<file path="src/rtl/intc_pkg.sv">
package intc_pkg;

  localparam int REG_W = 32;
  localparam int IDX_W = $clog2(REG_W);
  localparam int FOLD_GROUPS = 3;
  localparam int FOLD_WIDTH  = 3;

  typedef enum logic [2:0] {
    RI_SRC     = 3'd0,
    RI_MODE    = 3'd1,
    RI_MASK    = 3'd2,
    RI_PRIO    = 3'd3,
    RI_PND     = 3'd4,
    RI_OFS     = 3'd5,
    RI_SUBSRC  = 3'd6,
    RI_SUBMASK = 3'd7
  } reg_idx_e;

  // Main pending bit that a sub-source group folds into.
  function automatic int fold_target(input int g);
    case (g)
      0:       return 28;
      1:       return 23;
      default: return 15;
    endcase
  endfunction

  // Main bits set by the unmasked sub-source vector.
  function automatic logic [REG_W-1:0] fold_into_main(input logic [REG_W-1:0] sub_act);
    logic [REG_W-1:0] r;
    r = '0;
    for (int g = 0; g < FOLD_GROUPS; g++) begin
      if (|sub_act[g*FOLD_WIDTH +: FOLD_WIDTH]) r[fold_target(g)] = 1'b1;
    end
    return r;
  endfunction

  // Number of the lowest set bit (0 when empty).
  function automatic logic [IDX_W-1:0] lowest_index(input logic [REG_W-1:0] v);
    logic [IDX_W-1:0] r;
    r = '0;
    for (int i = REG_W - 1; i >= 0; i--) begin
      if (v[i]) r = IDX_W'(i);
    end
    return r;
  endfunction

  // Latched word may be replaced when empty or holding a higher-numbered bit.
  function automatic logic pnd_replace(input logic [REG_W-1:0] cur, input logic [IDX_W-1:0] idx);
    return (cur == '0) || (cur > (REG_W'(1) << idx));
  endfunction

endpackage

</file>
<file path="src/rtl/intc_sync_edge.sv">
module intc_sync_edge #(
  parameter int W = 32,
  parameter int STAGES = 2
) (
  input  logic         clk,
  input  logic         rst_n,
  input  logic [W-1:0] din,
  input  logic [W-1:0] level_mode,
  output logic [W-1:0] set_o,
  output logic [W-1:0] fall_o
);

  logic [W-1:0] chain [STAGES+1];
  logic [W-1:0] sync_w;
  logic [W-1:0] prev_w;
  logic [W-1:0] rise_w;

  always_ff @(posedge clk or negedge rst_n) begin
    if (!rst_n) begin
      for (int k = 0; k <= STAGES; k++) chain[k] <= '0;
    end else begin
      chain[0] <= din;
      for (int k = 1; k <= STAGES; k++) chain[k] <= chain[k-1];
    end
  end

  assign sync_w = chain[STAGES-1];
  assign prev_w = chain[STAGES];
  assign rise_w = sync_w & ~prev_w;
  assign fall_o = ~sync_w & prev_w;

  genvar b;
  generate
    for (b = 0; b < W; b++) begin : g_bit
      assign set_o[b] = level_mode[b] ? sync_w[b] : rise_w[b];
    end
  endgenerate

  AST_EDGE_SINGLE_PULSE: assert property (@(posedge clk) disable iff (!rst_n)
    ((set_o & ~level_mode) & $past(set_o & ~level_mode)) == '0);

endmodule

</file>
<file path="src/rtl/intc_pending.sv">
module intc_pending
  import intc_pkg::*;
#(
  parameter int N_SUB = 11
) (
  input  logic             clk,
  input  logic             rst_n,
  input  logic [REG_W-1:0] main_set,
  input  logic [REG_W-1:0] main_fall,
  input  logic [REG_W-1:0] main_w1c,
  input  logic [N_SUB-1:0] sub_set,
  input  logic [N_SUB-1:0] sub_fall,
  input  logic [N_SUB-1:0] sub_w1c,
  input  logic [N_SUB-1:0] sub_mask,
  output logic [REG_W-1:0] srcpnd,
  output logic [N_SUB-1:0] subpnd,
  output logic [REG_W-1:0] fold_set
);

  logic [N_SUB-1:0] sub_active;
  logic [REG_W-1:0] srcpnd_n;
  logic [N_SUB-1:0] subpnd_n;

  assign sub_active = subpnd & ~sub_mask;
  assign fold_set   = fold_into_main(REG_W'(sub_active));

  // Hardware set is ORed last, so it wins over a same-cycle clear.
  assign srcpnd_n = (srcpnd & ~main_w1c & ~main_fall) | main_set | fold_set;
  assign subpnd_n = (subpnd & ~sub_w1c & ~sub_fall) | sub_set;

  always_ff @(posedge clk or negedge rst_n) begin
    if (!rst_n) begin
      srcpnd <= '0;
      subpnd <= '0;
    end else begin
      srcpnd <= srcpnd_n;
      subpnd <= subpnd_n;
    end
  end

  AST_SET_BEATS_CLEAR: assert property (@(posedge clk) disable iff (!rst_n)
    (srcpnd & $past(main_set)) == $past(main_set));
  AST_FOLD_LANDS: assert property (@(posedge clk) disable iff (!rst_n)
    (srcpnd & $past(fold_set)) == $past(fold_set));
  AST_SUB_FALL_CLEARS: assert property (@(posedge clk) disable iff (!rst_n)
    (subpnd & $past(sub_fall)) == '0);

endmodule

</file>
<file path="src/rtl/intc_arbiter.sv">
module intc_arbiter
  import intc_pkg::*;
(
  input  logic             clk,
  input  logic             rst_n,
  input  logic [REG_W-1:0] srcpnd,
  input  logic [REG_W-1:0] mask,
  input  logic [REG_W-1:0] mode,
  input  logic [REG_W-1:0] pnd_w1c,
  output logic [REG_W-1:0] intpnd,
  output logic [IDX_W-1:0] offset,
  output logic             fiq_cond,
  output logic             fiq_o,
  output logic             irq_o
);

  logic [REG_W-1:0] active;
  logic [IDX_W-1:0] cand;
  logic [REG_W-1:0] pnd_base;
  logic             load;
  logic [REG_W-1:0] intpnd_n;

  assign active   = srcpnd & ~mask;
  assign fiq_cond = |(active & mode);
  assign cand     = lowest_index(active);
  assign pnd_base = intpnd & ~pnd_w1c;
  assign load     = !fiq_cond && (active != '0) && pnd_replace(pnd_base, cand);
  assign intpnd_n = load ? (REG_W'(1) << cand) : pnd_base;

  always_ff @(posedge clk or negedge rst_n) begin
    if (!rst_n) begin
      intpnd <= '0;
      offset <= '0;
      fiq_o  <= 1'b0;
      irq_o  <= 1'b0;
    end else begin
      intpnd <= intpnd_n;
      if (load) offset <= cand;
      fiq_o  <= fiq_cond;
      irq_o  <= (intpnd_n != '0);
    end
  end

  AST_PND_ONEHOT: assert property (@(posedge clk) disable iff (!rst_n)
    $onehot0(intpnd));
  AST_OFS_MATCH: assert property (@(posedge clk) disable iff (!rst_n)
    (intpnd != '0) |-> intpnd[offset]);
  AST_FIQ_FREEZES_PND: assert property (@(posedge clk) disable iff (!rst_n)
    (fiq_cond && pnd_w1c == '0) |=> $stable(intpnd));
  AST_ONLY_LOWER_REPLACES: assert property (@(posedge clk) disable iff (!rst_n)
    (intpnd != '0 && pnd_w1c == '0) |=> (intpnd <= $past(intpnd)));

endmodule

</file>
<file path="src/rtl/intc_cascade.sv">
module intc_cascade
  import intc_pkg::*;
#(
  parameter int N_SUB = 11,
  parameter int SYNC_STAGES = 2
) (
  input  logic             clk,
  input  logic             rst_n,
  input  logic [31:0]      main_irq_i,
  input  logic [31:0]      main_level_i,
  input  logic [N_SUB-1:0] sub_irq_i,
  input  logic [N_SUB-1:0] sub_level_i,
  input  logic             bus_wr_i,
  input  logic             bus_rd_i,
  input  logic [2:0]       bus_addr_i,
  input  logic [31:0]      bus_wdata_i,
  output logic [31:0]      bus_rdata_o,
  output logic             fiq_o,
  output logic             irq_o
);

  localparam logic [REG_W-1:0] MASK_RST    = '1;
  localparam logic [REG_W-1:0] PRIO_RST    = REG_W'(32'h7F);
  localparam logic [N_SUB-1:0] SUBMASK_RST = '1;

  reg_idx_e         widx;
  logic [REG_W-1:0] mode_q, mask_q, prio_q;
  logic [N_SUB-1:0] submask_q;

  logic [REG_W-1:0] main_set, main_fall;
  logic [N_SUB-1:0] sub_set, sub_fall;
  logic [REG_W-1:0] main_w1c, pnd_w1c;
  logic [N_SUB-1:0] sub_w1c;
  logic [REG_W-1:0] srcpnd, intpnd, fold_set;
  logic [N_SUB-1:0] subpnd;
  logic [IDX_W-1:0] offset;
  logic             fiq_cond;
  logic [REG_W-1:0] rd_mux;

  assign widx     = reg_idx_e'(bus_addr_i);
  assign main_w1c = (bus_wr_i && widx == RI_SRC)    ? bus_wdata_i : '0;
  assign pnd_w1c  = (bus_wr_i && widx == RI_PND)    ? bus_wdata_i : '0;
  assign sub_w1c  = (bus_wr_i && widx == RI_SUBSRC) ? bus_wdata_i[N_SUB-1:0] : '0;

  intc_sync_edge #(.W(REG_W), .STAGES(SYNC_STAGES)) u_main_sync (
    .clk(clk), .rst_n(rst_n), .din(main_irq_i), .level_mode(main_level_i),
    .set_o(main_set), .fall_o(main_fall)
  );

  intc_sync_edge #(.W(N_SUB), .STAGES(SYNC_STAGES)) u_sub_sync (
    .clk(clk), .rst_n(rst_n), .din(sub_irq_i), .level_mode(sub_level_i),
    .set_o(sub_set), .fall_o(sub_fall)
  );

  intc_pending #(.N_SUB(N_SUB)) u_pend (
    .clk(clk), .rst_n(rst_n),
    .main_set(main_set), .main_fall(main_fall), .main_w1c(main_w1c),
    .sub_set(sub_set), .sub_fall(sub_fall), .sub_w1c(sub_w1c),
    .sub_mask(submask_q),
    .srcpnd(srcpnd), .subpnd(subpnd), .fold_set(fold_set)
  );

  intc_arbiter u_arb (
    .clk(clk), .rst_n(rst_n),
    .srcpnd(srcpnd), .mask(mask_q), .mode(mode_q), .pnd_w1c(pnd_w1c),
    .intpnd(intpnd), .offset(offset), .fiq_cond(fiq_cond),
    .fiq_o(fiq_o), .irq_o(irq_o)
  );

  // Plain read-write configuration registers.
  always_ff @(posedge clk or negedge rst_n) begin
    if (!rst_n) begin
      mode_q    <= '0;
      mask_q    <= MASK_RST;
      prio_q    <= PRIO_RST;
      submask_q <= SUBMASK_RST;
    end else if (bus_wr_i) begin
      case (widx)
        RI_MODE:    mode_q    <= bus_wdata_i;
        RI_MASK:    mask_q    <= bus_wdata_i;
        RI_PRIO:    prio_q    <= bus_wdata_i;
        RI_SUBMASK: submask_q <= bus_wdata_i[N_SUB-1:0];
        default:    ;
      endcase
    end
  end

  always_comb begin
    case (widx)
      RI_SRC:     rd_mux = srcpnd;
      RI_MODE:    rd_mux = mode_q;
      RI_MASK:    rd_mux = mask_q;
      RI_PRIO:    rd_mux = prio_q;
      RI_PND:     rd_mux = intpnd;
      RI_OFS:     rd_mux = REG_W'(offset);
      RI_SUBSRC:  rd_mux = REG_W'(subpnd);
      default:    rd_mux = REG_W'(submask_q);
    endcase
  end

  always_ff @(posedge clk or negedge rst_n) begin
    if (!rst_n)        bus_rdata_o <= '0;
    else if (bus_rd_i) bus_rdata_o <= rd_mux;
  end

  AST_RDATA_HOLD: assert property (@(posedge clk) disable iff (!rst_n)
    !$past(bus_rd_i) |-> $stable(bus_rdata_o));
  AST_MASKED_NO_FIQ: assert property (@(posedge clk) disable iff (!rst_n)
    ((srcpnd & ~mask_q) == '0) |=> !fiq_o);
  AST_FIQ_TRACKS_MODE: assert property (@(posedge clk) disable iff (!rst_n)
    fiq_cond |=> fiq_o);

endmodule

</file>
<file path="config.mk">
export PLATFORM = sky130hd
export DESIGN_NAME = intc_cascade
export DESIGN_NICKNAME = d
export VERILOG_FILES = /design/src/rtl/intc_pkg.sv /design/src/rtl/intc_sync_edge.sv /design/src/rtl/intc_pending.sv /design/src/rtl/intc_arbiter.sv /design/src/rtl/intc_cascade.sv
export SDC_FILE = /design/constraint.sdc
export NUM_CORES = 1
export LEC_CHECK = 0
export BUFFER_PORTS_ARGS = -buffer_cell sky130_fd_sc_hd__buf_2
export CAP_MARGIN = 20
export CORE_AREA = 2 2 224 160
export DETAILED_ROUTE_END_ITERATION = 16
export DIE_AREA = 0 0 226 162
export PLACE_DENSITY_LB_ADDON = 0.2
export SLEW_MARGIN = 0
export SYNTH_ARGS = -nofsm -noshare
export SYNTH_HDL_FRONTEND = slang
export SYNTH_HIERARCHICAL = 1
export SYNTH_SLANG_ARGS = --single-unit
</file>
<file path="constraint.sdc">
create_clock -name clk -period 7.3 [get_ports clk]
set_input_delay 1.46 -clock clk [delete_from_list [all_inputs] [get_ports clk]]
set_output_delay 1.46 -clock clk [all_outputs]
set_load 0.03 [all_outputs]
</file>
; ---- Word level (Yosys, flattened, before mapping)
; Index checks and enable logic that the tools add are counted.
[totals]
regBits = 350
in_bits = 125
out_inout_bits = 34
wordCells = 174
[classes]
order_cmp = 7
n_eq_ne = 7
n_shift = 1
muxes = 92
n_bitwise = 28
n_reduce_logical = 22
[ops]
columns = op, n
row1 = $mux W32, 9
row2 = $and A32 B32 Y32, 7
row3 = $pmux W32 S7, 1
row4 = $not A32 Y32, 6
row5 = $mux W5, 32
row6 = $or A32 B32 Y32, 4
row7 = $ge A32 B1 Y1 const B, 3
row8 = $lt A32 B7 Y1 const B, 3
row9 = $reduce_bool A32 Y1, 2
row10 = $mux W1, 46
row11 = $and A11 B11 Y11, 4
row12 = $not A11 Y11, 4
row13 = $gt A32 B32 Y1, 1
row14 = $logic_not A32 Y1, 1
row15 = $reduce_or A32 Y1, 1
row16 = $shl A1 B5 Y32 const A, 1
row17 = $demux W1 S5, 3
row18 = $eq A3 B3 Y1 const B, 4
row19 = $mux W11, 1
row20 = $or A11 B11 Y11, 1
row21 = $and A9 B9 Y9, 1
row22 = $not A9 Y9, 1
row23 = $reduce_or A3 Y1, 3
row24 = $logic_and A1 B1 Y1, 8
row25 = 6 further kinds, 10

; ---- Depth between registers and ports, before layout
[logic_depth]
ltp_word = 40
depth_mapped = 20
mapped_depth_nobuf = 17

; ---- Cells and area by module
; Netlist, hierarchy kept.
[by_module_without_submodules]
columns = module, instances, cells_each, area_per_inst_um2, seq_area_each_um2
row1 = intc_cascade, 1, 584, 7198.2, 3540.9
row2 = intc_arbiter, 1, 470, 3913.8, 975.9
row3 = intc_sync_edge at u_main_sync, 1, 192, 3042.9, 2402.3
row4 = intc_pending, 1, 171, 1879.3, 1076.0
row5 = intc_sync_edge at u_sub_sync, 1, 66, 1046.0, 825.8

; ---- Least setup slack after synthesis
; Ideal clock, no wire load.
[synth_path]
kind = input to register
startpoint = input port bus_addr_i[0]
endpoint = register u_arb.irq_o
setup_ps = 140
t_arrival_ps = 4838
required_ps = 7160
path_slack_ps = 2322
stages = 19
n_path_buf = 4
path_cell_list = buf_6 buf_6 nand2b_4 nor2_1 clkbuf_1 and2_1 nand2b_1 inv_1 ha_1 nand4_1 or4_1 nor3_1 a21oi_1 a211oi_2 or2_0 clkbuf_2 o21ai_1 nor3b_1 o2111ai_1
[synth_between]
elab_chain_cells = 10
elab_cells_between_ends = 11
classes_between = order compare: 1 / eq/ne: 1 / mux: 2 / bitwise: 2 / reduce/logical: 5
[synth_rtl]
columns = item, line
row1 = "start, declared", intc_cascade.sv:15  ; input logic [2:0] bus_addr_i,
row2 = $eq A3 B3 Y1 (*), intc_cascade.sv:42  ; assign pnd_w1c = (bus_wr_i && widx == RI_PND) ? bus_wdata_i : '0;
row3 = $logic_and A1 B1 Y1 (*), intc_cascade.sv:42
row4 = $mux W32 (*), intc_cascade.sv:42
row5 = via pnd_w1c[9], intc_cascade.sv:32  ; logic [REG_W-1:0] main_w1c, pnd_w1c;
row6 = $not A32 Y32 (*), intc_arbiter.sv:26  ; assign pnd_base = intpnd & ~pnd_w1c;
row7 = $and A32 B32 Y32 (*), intc_arbiter.sv:26
row8 = $gt A32 B32 Y1 / $logic_not A32 Y1 (equally long branches), intc_pkg.sv:50  ; return (cur == '0) || (cur > (REG_W'(1) << idx));
row9 = $logic_or A1 B1 Y1 (*), intc_pkg.sv:50
row10 = $logic_and A1 B1 Y1 (*), intc_arbiter.sv:27  ; assign load = !fiq_cond && (active != '0) && pnd_replace(pnd_base, cand);
row11 = $mux W32 (*), intc_arbiter.sv:28  ; assign intpnd_n = load ? (REG_W'(1) << cand) : pnd_base;
row12 = via u_arb.intpnd_n[21], intc_arbiter.sv:21  ; logic [REG_W-1:0] intpnd_n;
row13 = $reduce_bool A32 Y1 (*), intc_arbiter.sv:40  ; irq_o <= (intpnd_n != '0);
row14 = "end signal, assigned", intc_arbiter.sv:40
row15 = "end, declared", intc_arbiter.sv:14  ; output logic irq_o
; The timed path passes the listed nets; every way through them passes the cells marked *.
; A chain may end at the register's enable or synchronous reset.

; ---- Worst setup path after layout
[layout_path]
startpoint = register u_pend.srcpnd[11]
endpoint = register u_arb.irq_o
[layout_between]
elab_chain_cells = 19
elab_cells_between_ends = 24
classes_between = order compare: 1 / shift: 1 / mux: 13 / bitwise: 2 / reduce/logical: 7
[layout_rtl]
columns = item, line
row1 = "start, declared", intc_pending.sv:15  ; output logic [REG_W-1:0] srcpnd,
row2 = "start signal, assigned", intc_pending.sv:36  ; srcpnd <= srcpnd_n;
row3 = $and A32 B32 Y32 (*), intc_arbiter.sv:23  ; assign active = srcpnd & ~mask;
row4 = $mux W5 (12 in series), intc_pkg.sv:43  ; if (v[i]) r = IDX_W'(i);
row5 = $shl A1 B5 Y32, "intc_pkg.sv:50, intc_arbiter.sv:28"
row6 = $gt A32 B32 Y1, intc_pkg.sv:50
row7 = $logic_or A1 B1 Y1, intc_pkg.sv:50
row8 = $logic_and A1 B1 Y1, intc_arbiter.sv:27
row9 = $mux W32 (*), intc_arbiter.sv:28
row10 = $reduce_bool A32 Y1 (*), intc_arbiter.sv:40
; Mark *: on every way between the ends. The rest lies on a longest branch, timed or not.

==> flow_summary.json <==
{
  "finalHoldViolCount": 0,
  "grt_pass1_vias": 12300,
  "die_w_um": 226,
  "finalCriticalPeriod_ns": 6.70,
  "hold_depth": 0,
  "finalWirelength_um": 50200,
  "fillers": 3014,
  "clkTransAtPathRegs_ns": 0.06,
  "grt_use_total_pct": 28.0,
  "multi_input_area_mm2": 0.00745,
  "diodes": 0,
  "cts.htree.levels": 2,
  "slew_viol_final": 0,
  "finalSetupViolCount": 0,
  "cts_tree": "done",
  "port_buffers": 158,
  "vias": 12200,
  "via_per_inst": 5.79,
  "cts_buffer_depth": 3,
  "grt_pass1_wl_um": 76000,
  "worst_skew_pair.late_latency_ns": 0.54,
  "outcome": "finished clean",
  "dp_slack_ns": 0.820,
  "post-cts-setup-buffer-count": 0,
  "die_y_um": 162,
  "worst_slack_ns": 0.603,
  "cts_hold_buf": 0,
  "io_pins": 159,
  "drtIter0Drc": 1337,
  "start_util_pct": 49.1,
  "ir_worst_vdd_uv": 201,
  "cts_root_buffer": "clkbuf_16",
  "maxSlewHeadroom_pct": 24.6,
  "power_density_mw_per_mm2": 291,
  "fmax_mhz": 149,
  "cts_buffers": 36,
  "grt_overflow": 0,
  "timing.hold.ws_ns": 0.342,
  "max_cap_viol_count": 0,
  "ff2ff_path_depth": 17,
  "cts.sink_count": 350,
  "clock_skew_ns": 0.0250,
  "netlist_area_mm2": 0.0169,
  "yosysWarnings": 6,
  "cts_resized": 0,
  "die-area_mm2": 0.0366,
  "cp-end-kind": "register",
  "first_pass_iters": 5,
  "worstSetupPathType": "register to register",
  "rows": 57,
  "grt_max_degree": 154,
  "fin_setup_tns_ns": 0,
  "p_leak_uw": 0.00864,
  "core_area_mm2": 0.0343,
  "dp_hpwl_um": 36400,
  "synth_nets": 1610,
  "path_max_fanout": 20,
  "postSynthAreaPerCell_um2": 11.6,
  "syn-instance-count": 1453,
  "worst_pin_slew_ns": 1.13,
  "period_share_pct": 91.7,
  "critPathRequiredTime_ns": 7.69,
  "grt_antenna_before_repair": 2,
  "avgRoutedWirePerCell_um": 23.7,
  "drive_gt1_share_pct": 31.3,
  "register_area_mm2": 0.00882,
  "rsz0062_at_grt": "false",
  "route.detailed.drc": 0,
  "worstPathArrival_ns": 7.08,
  "hold_class": "register to register",
  "rrSetupSlack_ns": 0.60,
  "gp_congestion": 0.953,
  "syn_to_final_growth_pct": 14.5,
  "postRouteAntennaNets": 0,
  "crit_path_start_kind": "register",
  "layout.nets": 1770
}
[worst max-delay path: stages (launching register included)]
cell and delay [ns]:
dfrtp_1 0.40, nor2b_1 0.49, a211oi_1 0.17, nor4b_1 0.60
o21ai_1 0.46, nand2_1 0.29, nor3b_1 0.82, nand2_1 0.23
ha_1 0.34, and3_1 0.21, a221o_1 0.39, a221oi_1 0.31
a21oi_1 0.16, a211oi_4 0.67, nor2_2 0.36, nor3b_1 0.32
a2bb2oi_1 0.19, o2111ai_1 0.12
[per-layer routing]
metal	routed length (um)	global-route usage, %	vias up	share of wire [%]
met5	0	0	-	0
met4	1060	6.38	0	2.1
met3	4820	8.18	78	9.6
met2	20200	38.2	488	40
met1	24100	43.4	6142	48
li1	-	-	5518	-
[area by class of cell]
type	instances	share of cell area, %
sequential	350	45.7
inverter	70	1.36
timing repair buffer	181	5.17
clock inverter	11	0.694
tap	472	3.06
clock buffer	54	5.38
multi-input combinational	974	38.6
[flip-flops by register name, indices dropped and copies added, names as in the netlist]
signal              count
u_main_sync/prev_w     32
bus_rdata_o            32
u_arb/irq_o             1
u_arb/fiq_o             1
u_arb/intpnd           32
submask_q              11
mask_q                 32
u_main_sync/sync_w     32
prio_q                 32
u_main_sync/chain      32
u_sub_sync/sync_w      11
u_sub_sync/chain       11
u_pend/srcpnd          32
mode_q                 32
u_pend/subpnd          11
u_sub_sync/prev_w      11
u_arb/offset            5
[final timing paths]
check                                                 from                              end
setup / recovery               u_pend/srcpnd[11]$_DFF_PN0_            u_arb/irq_o$_DFF_PN0_
setup reg to reg               u_pend/srcpnd[11]$_DFF_PN0_            u_arb/irq_o$_DFF_PN0_
hold / removal             u_main_sync/chain[70]$_DFF_PN0_  u_main_sync/sync_w[6]$_DFF_PN0_
max in group asynchronous                            rst_n      u_arb/offset[4]$_DFFE_PN0N_
hold reg to reg            u_main_sync/chain[70]$_DFF_PN0_  u_main_sync/sync_w[6]$_DFF_PN0_
min in group asynchronous                            rst_n           prio_q[17]$_DFFE_PN0P_
[metrics by stage]
step | cells | power [uW] | util (%) | cell area [um2]
final | 2112 | 5610 | 56.3 | 19300
after global routing | 2112 | 5850 | 56.3 | 19300
after CTS | 2111 | 5620 | 56.2 | 19300
after floorplan | 1453 | 3240 | - | 16900
after global placement | 2046 | 3750 | 52.8 | 18100
after detailed placement | 2046 | 3750 | 52.8 | 18100
[power breakdown]
| group | switching [uW] | internal [uW] |
|---|---|---|
| combinational | 786 | 524 |
| sequential | 204 | 2250 |
| clock | 785 | 1060 |
| total | 1770 | 3830 |
[cell usage in the layout, fill, tap and decap left out, types with 9 or more instances in the layout]
master / count
nor4_1: 9
mux4_2: 20
buf_2: 157
mux2_2: 109
nand2_1: 53
nand4_1: 11
and2_1: 76
clkbuf_1: 11
a21boi_1: 43
a22oi_1: 14
and2b_2: 43
buf_4: 21
nor2b_1: 72
a21o_1: 39
ha_1: 32
nand2b_1: 23
dfrtp_1: 300
nand3_1: 12
o21ai_0: 55
inv_1: 63
dfstp_2: 50
a221oi_1: 18
clkbuf_16: 36
o22ai_1: 14
nor2_1: 82
o31ai_1: 23
a21oi_1: 60
Note: power is estimated with default switching activity, not from simulation.
